`config.mk`:
```
export PLATFORM = sky130hd
export DESIGN_NAME = gray_hit_delay
export DESIGN_NICKNAME = d
export VERILOG_FILES = /design/src/rtl/ghd_pkg.sv /design/src/rtl/ghd_stamp_path.sv /design/src/rtl/ghd_unit_ctrl.sv /design/src/rtl/gray_hit_delay.sv
export SDC_FILE = /design/constraint.sdc
export NUM_CORES = 1
export LEC_CHECK = 0
export BUFFER_PORTS_ARGS = -buffer_cell sky130_fd_sc_hd__clkbuf_2
export CAP_MARGIN = 20
export CORE_MARGIN = 5
export CORE_UTILIZATION = 60
export CTS_CLUSTER_DIAMETER = 100
export CTS_CLUSTER_SIZE = 25
export DETAILED_ROUTE_END_ITERATION = 8
export GPL_ROUTABILITY_DRIVEN = 1
export GPL_TIMING_DRIVEN = 0
export PLACE_DENSITY = 0.8
export SLEW_MARGIN = 40
export SYNTH_ARGS = -nofsm -noshare
export SYNTH_HDL_FRONTEND = slang
export SYNTH_HIERARCHICAL = 1
export SYNTH_SLANG_ARGS = --single-unit
```
`constraint.sdc`:
```
create_clock -name clk -period 7.28 [get_ports clk]
set_clock_uncertainty 0.1 [all_clocks]
set_input_delay 1.092 -clock clk [delete_from_list [all_inputs] [get_ports clk]]
set_output_delay 1.092 -clock clk [all_outputs]
set_load 0.05 [all_outputs]
```
`src/rtl/ghd_pkg.sv`:
```
package ghd_pkg;
  // number of delay units per pixel
  localparam int DU_COUNT = 2;
  // width of the per-unit match counter
  localparam int MATCH_W = 2;
  // count value that, with a further equality, completes the latency
  localparam int LAST_MATCH = 2;

  typedef struct packed {
    logic [DU_COUNT-1:0] load;   // capture the bus, start counting
    logic [DU_COUNT-1:0] step;   // one more match seen
    logic [DU_COUNT-1:0] clear;  // latency elapsed, release unit
  } du_strobe_t;
endpackage

```
`src/rtl/ghd_stamp_path.sv`:
```
module ghd_stamp_path import ghd_pkg::*; #(
  parameter int STAMP_W = 8
) (
  input  logic               clk,
  input  logic               rst,
  input  logic [STAMP_W-1:0] modulus,
  input  du_strobe_t         strobe,
  output logic [DU_COUNT-1:0] stampEq,
  output logic [DU_COUNT-1:0] lastMatch
);
  logic [STAMP_W-1:0] tick;
  logic               goingUp;
  logic [STAMP_W-1:0] stampBus;

  // up-down counter: 0,1..n,n,n-1..0,0,1.. (dwells once at each end)
  always_ff @(posedge clk) begin
    if (rst) begin
      tick    <= '0;
      goingUp <= 1'b1;
    end else if (goingUp) begin
      if (tick >= modulus) goingUp <= 1'b0;
      else                 tick    <= tick + 1'b1;
    end else begin
      if (tick == '0) goingUp <= 1'b1;
      else            tick    <= tick - 1'b1;
    end
  end

  assign stampBus = tick ^ (tick >> 1);

  for (genvar u = 0; u < DU_COUNT; u++) begin : g_unit
    logic [STAMP_W-1:0] heldStamp;
    logic [MATCH_W-1:0] matchCnt;

    always_ff @(posedge clk) begin
      if (rst) begin
        heldStamp <= '0;
        matchCnt  <= '0;
      end else if (strobe.load[u]) begin
        heldStamp <= stampBus;
        matchCnt  <= MATCH_W'(1);
      end else if (strobe.clear[u]) begin
        matchCnt  <= '0;
      end else if (strobe.step[u]) begin
        matchCnt  <= matchCnt + 1'b1;
      end
    end

    assign stampEq[u]   = (heldStamp == stampBus);
    assign lastMatch[u] = stampEq[u] && (matchCnt == MATCH_W'(LAST_MATCH));
  end
endmodule

```
`src/rtl/ghd_unit_ctrl.sv`:
```
module ghd_unit_ctrl import ghd_pkg::*; (
  input  logic                clk,
  input  logic                rst,
  input  logic                hit,
  input  logic                mask,
  input  logic [DU_COUNT-1:0] stampEq,
  input  logic [DU_COUNT-1:0] lastMatch,
  output du_strobe_t          strobe,
  output logic [DU_COUNT-1:0] expired,
  output logic                busy,
  output logic                overflow
);
  logic [DU_COUNT-1:0] unitBusy;
  logic [DU_COUNT-1:0] grant;
  logic                accept;
  logic                dropHit;

  // lowest-numbered free unit wins
  always_comb begin
    logic found;
    found = 1'b0;
    grant = '0;
    for (int u = 0; u < DU_COUNT; u++) begin
      if (!found && !unitBusy[u]) begin
        grant[u] = 1'b1;
        found    = 1'b1;
      end
    end
  end

  assign accept  = hit && !mask;
  assign dropHit = accept && (&unitBusy);

  always_comb begin
    strobe.load  = accept ? grant : '0;
    strobe.clear = unitBusy & lastMatch;
    strobe.step  = unitBusy & stampEq & ~lastMatch;
  end

  always_ff @(posedge clk) begin
    if (rst) begin
      unitBusy <= '0;
      expired  <= '0;
      overflow <= 1'b0;
    end else begin
      unitBusy <= (unitBusy & ~strobe.clear) | strobe.load;
      expired  <= strobe.clear;
      overflow <= overflow | dropHit;
    end
  end

  assign busy = &unitBusy;
endmodule

```
`src/rtl/gray_hit_delay.sv`:
```
module gray_hit_delay import ghd_pkg::*; #(
  parameter int STAMP_W = 8
) (
  input  logic                clk,
  input  logic                rst,
  input  logic                hit,
  input  logic                mask,
  input  logic [STAMP_W-1:0]  modulus,
  output logic [DU_COUNT-1:0] expired,
  output logic                busy,
  output logic                overflow
);
  du_strobe_t          strobe;
  logic [DU_COUNT-1:0] stampEq;
  logic [DU_COUNT-1:0] lastMatch;

  ghd_stamp_path #(.STAMP_W(STAMP_W)) i_path (
    .clk(clk), .rst(rst), .modulus(modulus), .strobe(strobe),
    .stampEq(stampEq), .lastMatch(lastMatch)
  );

  ghd_unit_ctrl i_ctrl (
    .clk(clk), .rst(rst), .hit(hit), .mask(mask),
    .stampEq(stampEq), .lastMatch(lastMatch), .strobe(strobe),
    .expired(expired), .busy(busy), .overflow(overflow)
  );
endmodule

```
**Word-level counts from Yosys, hierarchy flattened**

Index checks and enable logic that the tools add are counted.

- Flip-flop bits (word level): 34
- Word-level logic and storage cells: 60

- Add/sub/neg operators: 4
- Magnitude comparators: 1
- Equal/unequal tests: 6
- Multiplexer cells: 15
- Bitwise logic cells: 9
- Reductions and logical operators: 14

Operators with widths:

| operator | number |
|---|---|
| $mux 8 | 3 |
| $eq 8x8->1 | 2 |
| $mux 1 | 11 |
| $add 8x1->8 const B | 1 |
| $and 2x2->2 | 4 |
| $ge 8x8->1 | 1 |
| $logic_not 8->1 | 1 |
| $sub 8x1->8 const B | 1 |
| $xor 8x7->8 | 1 |
| $reduce_bool 3->1 | 2 |
| $reduce_or 3->1 | 2 |
| $logic_and 1x1->1 | 5 |
| $add 2x1->2 const B | 2 |
| $eq 2x2->1 const B | 2 |
| $not 2->2 | 2 |
| $reduce_and 2->1 | 2 |
| $logic_not 1->1 | 2 |
| $mux 2 | 1 |
| $ne 2x1->1 const B | 1 |
| $ne 2x2->1 const B | 1 |
| $or 2x2->2 | 1 |
| $or 1x1->1 | 1 |

**Logic depth before layout (Yosys ltp)**

Gate-level depths: netlist of run 1.

- Depth after elaboration: 8
- Depth in mapped cells: 13

**Modules after synthesis**

Netlist of run 1, hierarchy kept.

By module, submodules not included:

| module | times used | cells an instance | area an instance (µm²) | sequential area each (µm²) |
|---|---|---|---|---|
| ghd_stamp_path | 1 | 216 | 1896.8 | 580.6 |
| ghd_unit_ctrl | 1 | 23 | 219.0 | 100.1 |

**Worst setup path after synthesis of run 1**

No wires, ideal clock.

- Kind: input to register
- Start: input modulus[0]
- End: register i_path.tick[7]
- Arrival: 2611 ps
- Setup slack: 4445 ps
- Stages on the path: 6
- Path through: ha_1 > nand2b_4 > a2111oi_4 > o211ai_4 > a211oi_2 > mux2_1

- Cells in the longest elaborated chain, start to end: 3

RTL lines:

| element | line | RTL |
|---|---|---|
| start: declaration | gray_hit_delay.sv:8 | `input logic [STAMP_W-1:0] modulus,` |
| $ge 8x8->1 | ghd_stamp_path.sv:21 | `if (tick >= modulus) goingUp <= 1'b0;` |
| $ne 2x2->1 (no source line) | - |  |
| $reduce_and 2->1 (no source line) | - |  |
| end signal: assignment | ghd_stamp_path.sv:22 | `else tick <= tick + 1'b1;` |
| end signal: assignment | ghd_stamp_path.sv:25 | `else tick <= tick - 1'b1;` |
| end: declaration | ghd_stamp_path.sv:11 | `logic [STAMP_W-1:0] tick;` |

Every way passes these cells.
A chain may end at the register's enable or synchronous reset.

**Worst setup path after layout of run 1**

Same ends and word-level chain as after synthesis.

==> reports/qor.yml, run 1 <==
initial_core_util_pct: 62.91
clk_latency_ns: 0.33
ys_types: 44
cts_resized: 0
hold_depth: 2
core.rowCount: 21
crit_family: "compound AO/OA/AOI/OAI gates"
drc: 0
synth_nets: 272
dieHeight_um: 69.38
synth_compound_area_share_pct: 16.68
final_cell_mix: "34 x dfxtp_1, 27 x nor2_1, 23 x inv_1, 20 x ha_1, 19 x xnor2_1"
synth_xor_area_share_pct: 10.76
fmax_ghz: 0.3708
fin_cells: 307
syn_area_um2: 2116
drtAntennaViolNets: 0
synth_ff_type: "dfxtp_1"
hold_path_class: "register to register"
yosys.area_share.simple_pct: 16.97
cts_setup_buffers: 0
grt_pass1_wl_mm: 7.314
leakage_nw: 0.9979
synthArstFlopShare_pct: 0
synthMuxAreaShare_pct: 5.263
dr.first_iter.drc_count: 117
cts_hold_buf: 0
critPathKind: "primary input to register"
clkSinkCount: 34
routed_wirelength_mm: 4.105
cp-start-kind: "primary input"
crit_chain: "clkbuf_2 > ha_1 > nand2b_4 > a2111oi_4 > o211ai_4 > a211oi_2 > mux2_1"
cts_max_level: 2
hold_viol_final: 0
top_level_ports: 16
synth_edf_count: 0
utilization_pct: 68.27
yosysWarnings: 6
cts_tree: "built"
final-max-slew-violation-count: 0
r2r_cells: 13
power_uw: 469.5
cts_buffers: 5
fp.dieW_um: 69.38
slowest_stage: "a2111oi_4"
coreArea_um2: 3363
cp_max_fo: 9
synth_seq_cells: 34
clkTransAtPathRegs_ns: 0.11
yosysSeqAreaShare_pct: 32.17
setup_slack_ns: 4.583
period_needed_ns: 2.697
synth_cells: 239
dp.cells: 300
path_depth: 7
peakVddDrop_uv: 126.3
gr-total-overflow: 0
dieArea_um2: 4814
synth_top_family_by_area: "simple AND/OR/NAND/NOR gates"
antenna_cells: 0
final_cell_area_um2: 2296
grt_usage_pct: 18.60
via_per_inst: 5.638
finalSetupTns_ns: 0
grt_setup_unrepaired: "no"
worstPathArrival_ns: 2.82
drv_cap: 0
avgSynthCellArea_um2: 8.853
grt_max_degree: 11
endpoint_kind: "register"
dr_total_vias: 1731
io_buffers: 15
clockBufferDepth: 2
firstDrtPassIters: 4
antenna_found_initial: 0
fin_nets: 294
nFillCells: 307
gp_congestion: 0.7969
synth_adder_area_share_pct: 12.77
p_per_area_nw_per_um2: 204.5
worst_ep_required_time_ns: 7.40
dpl_cell_area_um2: 2248
drt-wirelength-per-cell_um: 13.37
setup_viol: 0
hold_ws_ns: 0.3621
cts_root_buffer: "clkbuf_4"
outcome: "completed"
first_global_vias: 1699
max_stage_delay_ns: 0.44
place_hpwl_mm: 3.170
layout_commonest_cell: "dfxtp_1"
drive_above_1_share_pct: 10.73
slew-limit-headroom_pct: 53.72
pre_cts_ws_ns: 4.221
tightest_slew_ns: 0.6942
min_period_over_period_pct: 37.05
area_growth_pct: 8.516
cp_num_buf_inv: 1
-- area by class of cell --
cell class	instances	area (um^2)	share of cell area (%)
inverters	23	86.33	3.760
multi-input cells	175	1321	57.55
repair buffers	15	75.07	3.270
flip-flops and latches	34	680.7	29.65
well taps	46	57.56	2.507
clock inverters	2	10.01	0.4360
clock buffers	5	37.54	1.635
plain buffers	7	27.53	1.199
-- worst register-to-register path, cell delays in order (launching register included) --
cell and delay, ns:
dfxtp_1 0.45, inv_1 0.10, ha_1 0.38, xor2_1 0.17, nor3_1 0.21, nand3_1 0.13, nor4_1 0.28, and2_1 0.19
nand2b_1 0.12, nor2_1 0.07, xnor2_1 0.12, nor2_1 0.10, nor2_1 0.05, nor2_1 0.13
-- state kept, by name, indices dropped and copies added, names as in the netlist --
signal and cells:
i_path/goingUp 1, i_path/g_unit.matchCnt 4, i_ctrl/unitBusy 2, i_ctrl/expired 2, i_ctrl/overflow 1, i_path/g_unit.heldStamp 16, i_path/tick 8
-- cells in the mapped netlist (all sizes together), types with 2 or more instances --
library cell  instances  share of area [%]
nor2                 27                4.8
o211ai                2                1.4
nand4b                2               0.83
nor3                  4               0.95
dfxtp                34                 32
a211oi                9                3.4
xnor2                19                7.9
o21ai                11                2.6
a21oi                14                3.3
nand2                 5               0.89
nor4                  5                1.5
xor2                  7                2.9
inv                  23                4.1
ha                   20                 12
nand3                 8                1.9
nand2b                2               0.95
mux2i                10                4.7
and2                  6                1.8
a21o                  3                1.1
clkbuf                3               0.59
o21a                  3                1.1
nor2b                 2               0.59
buf                   4               0.71
-- power breakdown --
part | switching (mW) | total (mW) | internal, mW
sequential | 0.0149 | 0.213 | 0.198
combinational | 0.0899 | 0.161 | 0.0706
clock | 0.0612 | 0.0959 | 0.0347
-- layer usage --
| layer | global-route usage (%) | part of all wire [%] | up-vias |
|---|---|---|---|
| met3 | 4.348 | 5.9 | 5 |
| met2 | 30.51 | 47 | 45 |
| li1 | - | - | 876 |
| met4 | 6.941 | 1.0 | 0 |
| met5 | 0 | 0 | - |
| met1 | 23.64 | 46 | 805 |
-- kinds of logic after synthesis --
logic type               after synthesis
AO/OA/AOI/OAI                         49
XOR/XNOR                              26
multiplexers                          11
AND/OR/NAND/NOR                       68
buffers and inverters                 30
flip-flops                            34
adder cells (fa/ha/maj)               21
-- path summary, 6_finish.rpt --
path	start	to	slack [ns]
hold reg to reg	i_ctrl/overflow	i_ctrl/overflow	0.36
setup reg to reg	i_path/tick[2]	i_path/g_unit[1].matchCnt[0]	4.61
setup / recovery	modulus[0]	i_path/tick[7]	4.58
hold / removal	i_ctrl/overflow	i_ctrl/overflow	0.36
Power figures use the tool's default switching activity.
==> run 2: changes to the inputs <==
--- a/config.mk
+++ b/config.mk
@@ -5,6 +5,7 @@
 export SDC_FILE = /design/constraint.sdc
 export NUM_CORES = 1
 export LEC_CHECK = 0
+export ABC_AREA = 1
 export BUFFER_PORTS_ARGS = -buffer_cell sky130_fd_sc_hd__clkbuf_2
 export CAP_MARGIN = 20
 export CORE_MARGIN = 5
@@ -14,7 +15,7 @@
 export DETAILED_ROUTE_END_ITERATION = 8
 export GPL_ROUTABILITY_DRIVEN = 1
 export GPL_TIMING_DRIVEN = 0
-export PLACE_DENSITY = 0.8
+export PLACE_DENSITY = 0.79
 export SLEW_MARGIN = 40
 export SYNTH_ARGS = -nofsm -noshare
 export SYNTH_HDL_FRONTEND = slang
==> constraint.sdc (replaced) <==
create_clock -name clk -period 2.7 [get_ports clk]
set_clock_uncertainty 0.1 [all_clocks]
set_input_delay 0.405 -clock clk [delete_from_list [all_inputs] [get_ports clk]]
set_output_delay 0.405 -clock clk [all_outputs]
set_load 0.05 [all_outputs]
==> run 2 against run 1 <==
Against the previous run:
- synthesized cell count is 35% higher
- critical endpoint is now i_path/g_unit[0].matchCnt[0]
- sequential power grew to 3.1 times the previous value
- flip-flop and latch count stayed put
- cell area is 5.3% higher
- setup slack worse by 4.3 ns
- critical path type is now register to register
- worst hold slack worse by 0.057 ns
- core utilization is 1.2 points lower
- non-clock buffer count is 1 lower
==> reports/qor.yml, run 2 <==
first_global_vias: 1722
antenna_found_initial: 0
grt_usage_pct: 18.07
p_per_area_nw_per_um2: 868.7
clkSinkCount: 34
grt_setup_unrepaired: "no"
dieArea_um2: 4991
cts_max_level: 2
slowest_stage: "dfxtp_1"
yosysSeqAreaShare_pct: 30.84
yosysTopAreaCellShare_pct: 30.84
cts_root_buffer: "clkbuf_8"
drtAntennaViolNets: 0
synth_nets: 355
top_register: "i_path/g_unit.heldStamp"
synth_edf_count: 0
cts_resized: 0
clockBufferDepth: 2
leakage_nw: 1.293
coreArea_um2: 3606
tightest_slew_ns: 0.4889
top_regs: "i_path/g_unit.heldStamp x16, i_path/tick x8, i_path/g_unit.matchCnt x4"
final_cell_mix: "68 x nand2_1, 53 x inv_1, 42 x nor2_1, 34 x dfxtp_1"
synthArstFlopShare_pct: 0
utilization_pct: 67.07
dr.first_iter.drc_count: 173
yosys-top-cells-area: "dfxtp_1 31%, nand2_1 12%, ha_1 11%"
cts_hold_buf: 0
yosysMostFrequentCell: "nand2_1"
fp.dieW_um: 70.65
clk_latency_ns: 0.28
synth_seq_cells: 34
worst_ep_required_time_ns: 2.75
place_hpwl_mm: 3.190
core.rowCount: 22
nFillCells: 326
setup_viol: 0
antenna_cells: 0
drive_above_1_share_pct: 9.593
endpoint_kind: "register"
drt-wirelength-per-cell_um: 10.88
cts_tree: "built"
cp_num_buf_inv: 1
fin_nets: 377
hold_viol_final: 0
hold_path_class: "primary input to register"
cp-start-kind: "register"
critPathKind: "register to register"
slew-limit-headroom_pct: 67.41
synthTopCellsByCount: "68 x nand2_1, 53 x inv_1, 42 x nor2_1"
finalSetupTns_ns: 0
gr-total-overflow: 0
drv_cap: 0
synth_top_area_cell: "dfxtp_1"
fmax_ghz: 0.4182
area_growth_pct: 9.581
yosysWarnings: 6
max_stage_delay_ns: 0.43
largest_register_ffs: 16
outcome: "completed"
top_level_ports: 16
gp_congestion: 0.7879
cp_max_fo: 5
cts_setup_buffers: 0
peakVddDrop_uv: 421.9
period_needed_ns: 2.391
initial_core_util_pct: 61.21
min_period_over_period_pct: 88.57
syn_area_um2: 2207
grt_pass1_wl_mm: 7.389
final-max-slew-violation-count: 0
hold_ws_ns: 0.3052
crit_chain: "inv_1 > ha_1 > xor2_1 > nor3_1 > nand3_1 > nor3b_1 > nor2_1 > nor2_1 > nor3_1 > nand2_1 > o21ai_0"
dpl_cell_area_um2: 2342
synth_ff_type: "dfxtp_1"
dr_total_vias: 1949
clkTransAtPathRegs_ns: 0.06
synth_cells: 322
final_cell_area_um2: 2419
power_mw: 2.101
grt_max_degree: 11
ys_types: 28
crit_family: "simple AND/OR/NAND/NOR gates"
firstDrtPassIters: 4
layout_commonest_cell: "nand2_1"
routed_wirelength_mm: 4.264
drc: 0
cts_buffers: 5
io_buffers: 15
via_per_inst: 4.972
avgSynthCellArea_um2: 6.854
dieHeight_um: 70.65
worstPathArrival_ns: 2.45
run 2: cell count changes after synthesis, moves of 4 or more:
cell      change
mux2i_1      -10
nand4_1       +5
and2_1        -6
nand3_1       +8
xnor2_1      -14
nor2_1       +15
nand2_1      +63
a211oi_1      -8
xor2_1        +6
inv_1        +30
buf_1         -4
a21oi_1       +5
o21ai_0      +10
run 2: final timing paths:
| path | start | to | slack (ns) | cells past startpoint |
|---|---|---|---|---|
| worst min register to register | i_ctrl/overflow | i_ctrl/overflow | 0.36 | 2 |
| worst max-delay path | i_path/tick[1] | i_path/g_unit[0].matchCnt[0] | 0.31 | 11 |
| worst min-delay path | rst | i_ctrl/overflow | 0.31 | 2 |
| worst max register to register | i_path/tick[1] | i_path/g_unit[0].matchCnt[0] | 0.31 | 11 |
run 2: metal layers:
layer  global-route usage (%)  up-vias  share of wire (%)
met1                    25.22      848                 51
met5                        0        -                  0
li1                         -     1060                  -
met2                    28.07       34                 43
met3                    5.114        7                4.2
met4                    3.758        0                1.3
run 2: worst reg2reg max path, cell delays in order (launching register included):
cell and delay [ns]:
dfxtp_1 0.43, inv_1 0.11, ha_1 0.36, xor2_1 0.20, nor3_1 0.19, nand3_1 0.11
nor3b_1 0.34, nor2_1 0.14, nor2_1 0.12, nor3_1 0.05, nand2_1 0.05, o21ai_0 0.06
run 2: cells by family after synthesis:
logic type	Yosys count	synth area share (%)
simple gates	145	28.29
flops	34	30.84
fa+ha+maj	21	12.24
buf+inv	62	11.51
xor+xnor	18	7.143
compound gates	42	9.978
run 2: power by group:
part | leakage [nW] | switching (mW) | internal, mW
combinational | 0.976 | 0.660 | 0.440
clock | 0.0383 | 0.172 | 0.177
sequential | 0.278 | 0.0767 | 0.575
run 2: layout make-up:
class / instances / area (um^2) / share of cell area, %
plain buffers: 6 / 43.79 / 1.811
well taps: 48 / 60.06 / 2.483
clock buffers: 7 / 76.32 / 3.156
inverters: 56 / 210.2 / 8.691
repair buffers: 15 / 75.07 / 3.104
flip-flops and latches: 34 / 680.7 / 28.14
multi-input cells: 226 / 1272 / 52.61
run 2: metrics by stage:
step | setup WS, ns | std cells
2_1_floorplan | 0.6151 | 322
3_3_place_gp | 0.3575 | 385
3_5_place_dp | 0.3286 | 385
4_1_cts | 0.3133 | 392
5_1_grt | 0.01176 | 392
6_report | 0.3087 | 392
==> run 3: changes to the inputs <==
--- a/config.mk
+++ b/config.mk
@@ -8,14 +8,15 @@
 export ABC_AREA = 1
 export BUFFER_PORTS_ARGS = -buffer_cell sky130_fd_sc_hd__clkbuf_2
 export CAP_MARGIN = 20
+export CORE_ASPECT_RATIO = 1.25
 export CORE_MARGIN = 5
-export CORE_UTILIZATION = 60
+export CORE_UTILIZATION = 55
 export CTS_CLUSTER_DIAMETER = 100
 export CTS_CLUSTER_SIZE = 25
 export DETAILED_ROUTE_END_ITERATION = 8
 export GPL_ROUTABILITY_DRIVEN = 1
 export GPL_TIMING_DRIVEN = 0
-export PLACE_DENSITY = 0.79
+export PLACE_DENSITY = 0.74
 export SLEW_MARGIN = 40
 export SYNTH_ARGS = -nofsm -noshare
 export SYNTH_HDL_FRONTEND = slang
==> run 3 against run 2 <==
Against the previous run:
- die area is 7.9% higher
- non-clock buffer count is the same
- critical path depth is 1 lower
- global-route usage rose by 0.89 points
- critical endpoint unchanged
- largest power group unchanged
==> reports/qor.yml, run 3 (synthesized netlist as in run 2, its figures left out) <==
reg2reg_from: "i_path/tick[7]"
dr.first_iter.drc_count: 56
cp-start-kind: "register"
outcome: "completed"
p_sw_share_pct: 41.79
grt_max_degree: 12
io_buffers: 15
min_period_over_period_pct: 90.76
comb_power_share_pct: 49.5
antenna_found_initial: 0
fin_nets: 377
gr-total-overflow: 0
setup_viol: 0
top_level_ports: 16
pwr-share-seq_pct: 29.8
critPathKind: "register to register"
top_register: "i_path/g_unit.heldStamp"
initial_core_util_pct: 57.37
cts_setup_buffers: 0
critPathCapture: "i_path/g_unit[0].matchCnt[0]"
via_per_inst: 4.947
top_regs: "i_path/g_unit.heldStamp x16, i_path/tick x8, i_path/g_unit.matchCnt x4"
crit_top_cell: "nor2_1"
fin_cells: 399
worst_ep_required_time_ns: 2.77
dieArea_um2: 5388
r2r_cells: 10
final-max-slew-violation-count: 0
nFillCells: 396
dp.cells: 391
antenna_cells: 0
leakage_nw: 1.312
final_cell_mix: "68 x nand2_1, 53 x inv_1, 42 x nor2_1, 34 x dfxtp_1"
crit_family: "simple AND/OR/NAND/NOR gates"
drt-wirelength-per-cell_um: 10.77
worstPathArrival_ns: 2.52
peakVddDrop_uv: 467.5
clkSinkCount: 34
grt_pass1_wl_mm: 7.990
grt_usage_pct: 18.96
area_growth_pct: 11.62
cp_max_fo: 5
dr_total_vias: 1974
largest_register_ffs: 16
fp.dieW_um: 66.66
hold_ws_ns: 0.3131
cts_tree: "built"
power_mw: 2.207
period_needed_ns: 2.451
r2r_slack_ns: 0.25
tightest_slew_ns: 0.5062
coreArea_um2: 3847
layout_commonest_cell: "nand2_1"
cts_max_level: 2
cts_root_buffer: "clkbuf_8"
grt_setup_unrepaired: "no"
cts_buffers: 5
dieHeight_um: 80.83
hold_viol_final: 0
core.rowCount: 25
p_per_area_nw_per_um2: 895.9
cp_num_buf_inv: 1
firstDrtPassIters: 4
max_stage_delay_ns: 0.51
hold_path_class: "primary input to register"
cp-startpoint: "i_path/tick[7]"
crit_chain: "inv_1 > ha_1 > xnor2_1 > nand4_1 > nor3b_1 > nor2_1 > nor2_1 > nor3_1 > nand2_1 > o21ai_0"
drtAntennaViolNets: 0
place_hpwl_mm: 3.381
clockBufferDepth: 2
fmax_ghz: 0.4081
intPower_mw: 1.285
clockPowerShare_pct: 20.7
switchingPower_uw: 922.4
endpoint_kind: "register"
clkTransAtPathRegs_ns: 0.07
drv_cap: 0
path_depth: 10
slew-limit-headroom_pct: 66.25
slowest_stage: "dfxtp_1"
drive_above_1_share_pct: 10.72
first_global_vias: 1932
clk_latency_ns: 0.29
drc: 0
routed_wirelength_mm: 4.299
gp_congestion: 0.7816
finalSetupTns_ns: 0
worstReg2RegEnd: "i_path/g_unit[0].matchCnt[0]"
run 3: layout make-up:
type | count | area [um^2] | share of cell area [%]
Clock buffer | 5 | 68.82 | 2.793
Multi-Input combinational cell | 226 | 1277 | 51.85
Clock inverter | 3 | 40.04 | 1.625
Timing Repair Buffer | 15 | 75.07 | 3.047
Inverter | 56 | 210.2 | 8.532
Sequential cell | 34 | 680.7 | 27.63
Buffer | 6 | 43.79 | 1.778
Tap cell | 54 | 67.56 | 2.743
run 3: worst min path at each step:
stage                                    to  slack [ns]  cells past startpoint                    startpoint
3_5_place_dp                i_ctrl/overflow        0.36                      2               i_ctrl/overflow
4_1_cts                     i_ctrl/overflow        0.31                      4                          mask
2_1_floorplan  i_path/g_unit[0].matchCnt[0]        0.37                      3  i_path/g_unit[0].matchCnt[0]
5_1_grt                  i_ctrl/unitBusy[0]        0.32                      4                          mask
3_3_place_gp                i_ctrl/overflow        0.34                      2               i_ctrl/overflow
6_report                    i_ctrl/overflow        0.31                      2                           rst
run 3: power groups by stage:
stage	combinational, mW	clock [mW]	sequential, mW
floorplan	0.892	0	0.641
global placement	1.08	0	0.670
detailed placement	1.10	0	0.670
CTS	1.10	0.468	0.659
global route	1.26	0.495	0.669
finish	1.09	0.457	0.658
run 3: worst reg2reg max path, cell delays in order (launching register included):
cell and delay (ns):
dfxtp_1 0.51, inv_1 0.18, ha_1 0.42, xnor2_1 0.14
nand4_1 0.18, nor3b_1 0.38, nor2_1 0.15, nor2_1 0.11
nor3_1 0.05, nand2_1 0.06, o21ai_0 0.06
run 3: what timing repair did:
| item | in CTS | in global routing |
|---|---|---|
| endpoints found under the setup margin | 0 | 2 |
| gates resized for setup | 0 | 1 |
| hold endpoints to repair | 0 | 0 |
| hold buffers | 0 | 0 |
run 3: routing by layer:
| layer | vias to the layer above | track usage [%] | part of all wire, % |
|---|---|---|---|
| li1 | 1066 | - | - |
| met4 | 0 | 6.301 | 1.4 |
| met5 | - | 0 | 0 |
| met2 | 19 | 36.61 | 54 |
| met1 | 883 | 19.88 | 42 |
| met3 | 6 | 4.011 | 2.3 |
run 3: per-stage QoR:
step	setup WS (ns)	util (%)	instance area (um^2)
3_3_place_gp	0.2854	61.07	2350
5_1_grt	0.009544	64.03	2464
4_1_cts	0.2202	63.90	2459
6_report	0.2494	64.03	2464
2_1_floorplan	0.6151	-	2207
3_5_place_dp	0.2446	61.07	2350
